<file path="config.mk">
export PLATFORM = sky130hd
export DESIGN_NAME = dac_pll_seq
export DESIGN_NICKNAME = d
export VERILOG_FILES = /design/src/rtl/dac_pll_pkg.sv /design/src/rtl/period_lut.sv /design/src/rtl/idx_writer.sv /design/src/rtl/dac_pll_seq.sv
export SDC_FILE = /design/constraint.sdc
export NUM_CORES = 1
export LEC_CHECK = 0
export BUFFER_PORTS_ARGS = -buffer_cell sky130_fd_sc_hd__buf_2
export CORE_AREA = 3 3 59 75
export CTS_BUF_LIST = sky130_fd_sc_hd__clkbuf_16
export DETAILED_ROUTE_END_ITERATION = 8
export DIE_AREA = 0 0 62 78
export GPL_TIMING_DRIVEN = 0
export PLACE_DENSITY = 0.75
export SLEW_MARGIN = 0
export SYNTH_ARGS = -nofsm -noshare
export SYNTH_HDL_FRONTEND = slang
export SYNTH_SLANG_ARGS = --single-unit
</file>
<file path="constraint.sdc">
create_clock -name clk_i -period 1.85 [get_ports clk_i]
set_input_delay 0.37 -clock clk_i [delete_from_list [all_inputs] [get_ports clk_i]]
set_output_delay 0.37 -clock clk_i [all_outputs]
set_load 0.1 [all_outputs]
</file>
<file path="src/rtl/dac_pll_pkg.sv">
package dac_pll_pkg;
  localparam int NUM_ENTRIES = 7;
  localparam int NUM_ITEMS   = 8;
  localparam int ITEM_W      = $clog2(NUM_ITEMS);
  localparam int STEPS       = 5;
  localparam int STEP_W      = $clog2(STEPS);

  typedef enum logic [1:0] {
    PORT_CTRL   = 2'd0,
    PORT_IDX_LO = 2'd1,
    PORT_IDX_HI = 2'd2,
    PORT_DATA   = 2'd3
  } port_e;

  function automatic logic [31:0] lut_limit(input logic [2:0] e);
    case (e)
      3'd0:    return 32'd8000;
      3'd1:    return 32'd10000;
      3'd2:    return 32'd13000;
      3'd3:    return 32'd14000;
      3'd4:    return 32'd16000;
      3'd5:    return 32'd25000;
      default: return 32'd50000;
    endcase
  endfunction

  // {post_div[1:0], vco_count[5:0]}
  function automatic logic [7:0] lut_m(input logic [2:0] e);
    case (e)
      3'd0:    return {2'd3, 6'd20};
      3'd1:    return {2'd1, 6'd19};
      3'd2:    return {2'd1, 6'd2};
      3'd3:    return {2'd2, 6'd8};
      3'd4:    return {2'd1, 6'd44};
      3'd5:    return {2'd1, 6'd15};
      default: return {2'd0, 6'd53};
    endcase
  endfunction

  function automatic logic [7:0] lut_n(input logic [2:0] e);
    case (e)
      3'd0:    return 8'd9;
      3'd1:    return 8'd3;
      3'd2:    return 8'd3;
      3'd3:    return 8'd7;
      3'd4:    return 8'd6;
      3'd5:    return 8'd5;
      default: return 8'd7;
    endcase
  endfunction

  function automatic logic [15:0] item_index(input logic [2:0] i);
    case (i)
      3'd0:    return 16'h0006;
      3'd1:    return 16'h0010;
      3'd2:    return 16'h0070;
      3'd3:    return 16'h008F;
      3'd4:    return 16'h0003;
      3'd5:    return 16'h0005;
      3'd6:    return 16'h0020;
      default: return 16'h0021;
    endcase
  endfunction

  function automatic logic [7:0] item_value(input logic [2:0] i,
                                            input logic [7:0] m,
                                            input logic [7:0] n);
    case (i)
      3'd0:    return 8'h02;
      3'd1:    return 8'h01;
      3'd2:    return 8'h01;
      3'd3:    return 8'h1F;
      3'd4:    return 8'h00;
      3'd5:    return 8'h00;
      3'd6:    return m;
      default: return n;
    endcase
  endfunction
endpackage

</file>
<file path="src/rtl/period_lut.sv">
module period_lut
  import dac_pll_pkg::*;
#(
  parameter int PERIOD_W = 16
) (
  input  logic [PERIOD_W-1:0] period_i,
  output logic                hit_o,
  output logic [7:0]          m_o,
  output logic [7:0]          n_o
);
  logic [NUM_ENTRIES-1:0] fits;

  for (genvar e = 0; e < NUM_ENTRIES; e++) begin : g_cmp
    assign fits[e] = 32'(period_i) <= lut_limit(3'(e));
  end

  // lowest index wins
  always_comb begin
    m_o = '0;
    n_o = '0;
    for (int e = NUM_ENTRIES - 1; e >= 0; e--) begin
      if (fits[e]) begin
        m_o = lut_m(3'(e));
        n_o = lut_n(3'(e));
      end
    end
  end

  assign hit_o = |fits;
endmodule

</file>
<file path="src/rtl/idx_writer.sv">
module idx_writer
  import dac_pll_pkg::*;
(
  input  logic        clk_i,
  input  logic        rst_ni,
  input  logic        en_i,
  input  logic        rdy_i,
  input  logic [15:0] index_i,
  input  logic [7:0]  value_i,
  output logic        we_o,
  output logic [1:0]  sel_o,
  output logic [7:0]  data_o,
  output logic        last_o
);
  logic [STEP_W-1:0] step_q;

  assign we_o   = en_i && rdy_i;
  assign last_o = we_o && (step_q == STEP_W'(STEPS - 1));

  always_ff @(posedge clk_i or negedge rst_ni) begin
    if (!rst_ni)     step_q <= '0;
    else if (last_o) step_q <= '0;
    else if (we_o)   step_q <= step_q + 1'b1;
  end

  always_comb begin
    case (step_q)
      STEP_W'(0): begin sel_o = PORT_CTRL;   data_o = 8'h01;         end
      STEP_W'(1): begin sel_o = PORT_IDX_LO; data_o = index_i[7:0];  end
      STEP_W'(2): begin sel_o = PORT_IDX_HI; data_o = index_i[15:8]; end
      STEP_W'(3): begin sel_o = PORT_DATA;   data_o = value_i;       end
      default:    begin sel_o = PORT_CTRL;   data_o = 8'h00;         end
    endcase
  end


  stall_hold_chk: assert property (@(posedge clk_i) disable iff (!rst_ni)
    en_i && !rdy_i |=> $stable(sel_o) && $stable(data_o));
endmodule

</file>
<file path="src/rtl/dac_pll_seq.sv">
module dac_pll_seq
  import dac_pll_pkg::*;
#(
  parameter int PERIOD_W = 16
) (
  input  logic                clk_i,
  input  logic                rst_ni,
  input  logic                start_i,
  input  logic [PERIOD_W-1:0] period_i,
  input  logic                bus_rdy_i,
  output logic                bus_we_o,
  output logic [1:0]          bus_sel_o,
  output logic [7:0]          bus_data_o,
  output logic                done_o,
  output logic                err_o
);
  logic              hit;
  logic [7:0]        lut_m_w, lut_n_w;
  logic              run_q, done_q, err_q, last_w;
  logic [ITEM_W-1:0] item_q;
  logic [7:0]        m_q, n_q;

  period_lut #(.PERIOD_W(PERIOD_W)) u_lut (
    .period_i (period_i),
    .hit_o    (hit),
    .m_o      (lut_m_w),
    .n_o      (lut_n_w)
  );

  idx_writer u_wr (
    .clk_i   (clk_i),
    .rst_ni  (rst_ni),
    .en_i    (run_q),
    .rdy_i   (bus_rdy_i),
    .index_i (item_index(item_q)),
    .value_i (item_value(item_q, m_q, n_q)),
    .we_o    (bus_we_o),
    .sel_o   (bus_sel_o),
    .data_o  (bus_data_o),
    .last_o  (last_w)
  );

  always_ff @(posedge clk_i or negedge rst_ni) begin
    if (!rst_ni) begin
      run_q  <= 1'b0;
      item_q <= '0;
      m_q    <= '0;
      n_q    <= '0;
      done_q <= 1'b0;
      err_q  <= 1'b0;
    end else begin
      done_q <= 1'b0;
      err_q  <= 1'b0;
      if (!run_q && start_i) begin
        if (hit) begin
          run_q  <= 1'b1;
          item_q <= '0;
          m_q    <= lut_m_w;
          n_q    <= lut_n_w;
        end else begin
          err_q <= 1'b1;
        end
      end else if (run_q && last_w) begin
        if (item_q == ITEM_W'(NUM_ITEMS - 1)) begin
          run_q  <= 1'b0;
          done_q <= 1'b1;
        end else begin
          item_q <= item_q + 1'b1;
        end
      end
    end
  end

  assign done_o = done_q;
  assign err_o  = err_q;


  done_single_chk: assert property (@(posedge clk_i) disable iff (!rst_ni)
    done_o |=> !done_o);

  done_after_we_chk: assert property (@(posedge clk_i) disable iff (!rst_ni)
    done_o |-> $past(bus_we_o));

  done_err_excl_chk: assert property (@(posedge clk_i) disable iff (!rst_ni)
    !(done_o && err_o));

  err_no_write_chk: assert property (@(posedge clk_i) disable iff (!rst_ni)
    err_o |-> !bus_we_o);
endmodule

</file>
==> reports/metrics.yaml <==
status: "finished, violations left"
violations: "negative setup slack"
post_drt_via_cell_ratio: 5.622
synthCells: 190
max_freq_ghz: 0.4476
yosysSeqAreaShare_pct: 32.53
crit_arrival_ns: 1.86
p_sw_w: 0.001913
die_y_microns: 78
cts.sinks: 21
cts-root-buf: "clkbuf_16"
grt_pass1_wl_mm: 7.224
h-tree-depth: 1
ant_nets: 0
hpwl_mm: 3.054
p_leak_nw: 1.055
hold_ws_ns: 0.05275
firstDrtPassIters: 4
slowest_stage: "dfrtp_2"
io_pins: 33
fin_crit_ns: 2.234
crit-reg2reg-launch: "item_q[1]"
switching_share_pct: 49.34
drive_gt1_share_pct: 42.19
crit_type: "reg2out"
tightest_slew_ns: 0.4925
gr-total-overflow: 0
die_width_microns: 62
synth_seq_cells: 21
grtUsageTotal_pct: 19.66
setup_viol: 8
cap_violations: 0
cp.required_ns: 1.48
synthFlopType: "dfrtp_1"
final_common_cell: "buf_2"
cts_max_path_buffers: 2
synth.avg_cell_area_sq_um: 8.502
clk_pin_slew_ns: 0.05
port_buffers: 28
max_stage_delay_ns: 0.45
critPathLaunchType: "flop"
areaGrowthSynthToFinish_pct: 50.97
netlist_area_sq_mm: 0.001615
die-area_sq_mm: 0.004836
worst_slack_ns: -0.3843
clock_skew_ns: 0.003046
pwr_density_cell_mw_per_mm2: 1590
numCtsBuffers: 3
yosysUniqueCellTypes: 44
finalWirelength_mm: 4.338
via_count: 1636
grt_pass1_vias: 1643
antennaDiodeCount: 0
intPower_w: 0.001964
drt_iter0_markers: 64
clock_latency_ns: 0.25
p_comb_share_pct: 69.9
slew_violations: 0
r2r_setup_slack_ns: 0.11
rr_worst_depth: 5
initial_core_util_pct: 42.68
pwr-share-clk_pct: 11.3
core_area_sq_mm: 0.003785
slew_headroom_pct: 66.86
gp_congestion: 0.8782
final_cells: 291
hold_viol_final: 0
ir_drop_mv: 0.7344
worstPathCellList: "inv_4 -> ha_4 -> clkbuf_16 -> nor2_4 -> buf_4 -> a311oi_4 -> o22ai_4 -> buf_12"
nets: 268
period_share_pct: 120.8
grt_max_degree: 22
synthArstFlopShare_pct: 100.0
final_util_pct: 64.43
grt_antenna_before_repair: 0
crit_fanout: 6
endpoint_kind: "output port"
layout_common_cells: "buf_2 (20), dfrtp_1 (18), nand2_1 (16)"
row_count: 25
yosys_warnings: 0
rsz0062_at_grt: "yes"
routedWlPerCell_microns: 14.91
synth-edff-count: 0
startpoint: "item_q[0]"
tritoncts: "built"
synth_fp_nets: 220
drcViolationCount: 0
seqPwrFrac_pct: 18.8
hp-class: "in2async"
dp.cells: 272
## routing by layer
metal	wire length, microns	GRT usage [%]
met2	2402	36.31
met5	0	0
met4	79	7.643
met1	1723	21.16
met3	132	2.496
## cell families after synthesis
group	Yosys count	synth area share, %
simple gates	72	24.25
compound gates	64	28.27
buf+inv	22	6.274
flops	21	32.53
fa+ha+maj	10	7.746
mux	1	0.9292
## through the flow
step | setup WS, ns | area, sq um | TNS (ns) | total power, W
global placement | -0.4140 | 1988 | -3.331 | 0.002615
CTS | -0.3862 | 2400 | -2.285 | 0.003781
floorplan | -0.2109 | 1780 | -0.7968 | 0.002327
global route | -0.4609 | 2439 | -2.896 | 0.004095
finish | -0.3843 | 2439 | -2.376 | 0.003877
detailed placement | -0.4464 | 1988 | -4.198 | 0.002642
## Yosys cell counts, types with 2 or more instances
| master | instances | area share, % |
|---|---|---|
| o31ai_1 | 3 | 1.4 |
| buf_6 | 2 | 1.4 |
| a21oi_1 | 12 | 3.7 |
| o21ai_0 | 19 | 5.9 |
| inv_1 | 15 | 3.5 |
| nand2b_1 | 4 | 1.5 |
| ha_1 | 10 | 7.7 |
| clkbuf_1 | 2 | 0.46 |
| nor4b_4 | 2 | 2.9 |
| nor2_1 | 17 | 4.0 |
| nor3_1 | 5 | 1.5 |
| and2_1 | 2 | 0.77 |
| a31oi_1 | 8 | 3.1 |
| or3_1 | 3 | 1.2 |
| nand2_1 | 19 | 4.4 |
| clkbuf_2 | 2 | 0.62 |
| o41ai_4 | 2 | 3.4 |
| nand3_1 | 9 | 2.8 |
| dfrtp_1 | 21 | 33 |
| o22ai_1 | 3 | 1.2 |
| nor4_1 | 2 | 0.77 |
| nand4_1 | 3 | 1.2 |
| a22o_2 | 2 | 1.2 |
| nor4b_1 | 2 | 1.1 |
| a21o_1 | 2 | 0.93 |
## final cells by class
| cell class | count | area [sq um] |
|---|---|---|
| buffer | 7 | 67.56 |
| multi-input combinational | 147 | 1235 |
| clock inverter | 1 | 3.754 |
| sequential | 21 | 529.3 |
| inverter | 15 | 58.81 |
| timing repair buffer | 43 | 401.6 |
| fill | 310 | 1346 |
| tap | 54 | 67.56 |
| clock buffer | 3 | 75.07 |
## worst max-delay path, delay by kind of cell (launching register included)
| family | cells | cell delay (ns) |
|---|---|---|
| buffers and inverters | 4 | 0.54 |
| flip-flops | 1 | 0.45 |
| AO/OA/AOI/OAI | 2 | 0.43 |
| adder cells (fa/ha/maj) | 1 | 0.14 |
| AND/OR/NAND/NOR | 1 | 0.04 |
## path summary, 6_finish.rpt
path	to
max reg2reg	item_q[0]
min in group clk_i	done_o
min	done_o
max	bus_data_o[0]
max in group asynchronous	u_wr.step_q[2]
min reg2reg	n_q[3]
## flip-flops by register name, summed over array words and instances, names as in the netlist
register and flops:
err_o 1, m_q 8, done_o 1, item_q 3, n_q 4, u_wr.step_q 3, run_q 1
## timing repair
item,CTS,global route
endpoints found under the setup margin,9,14
hold buffers,0,0
pin swaps,9,8
buffers inserted,12,3
gates resized for setup,64,5
## power groups by stage
stage	clock, W	combinational [W]	sequential, W
floorplan	0	0.00164	0.000683
global placement	0	0.00190	0.000711
finish	0.000438	0.00271	0.000728
CTS	0.000445	0.00262	0.000721
global route	0.000471	0.00288	0.000748
detailed placement	0	0.00192	0.000718
Note: power is estimated with default switching activity, not from simulation.
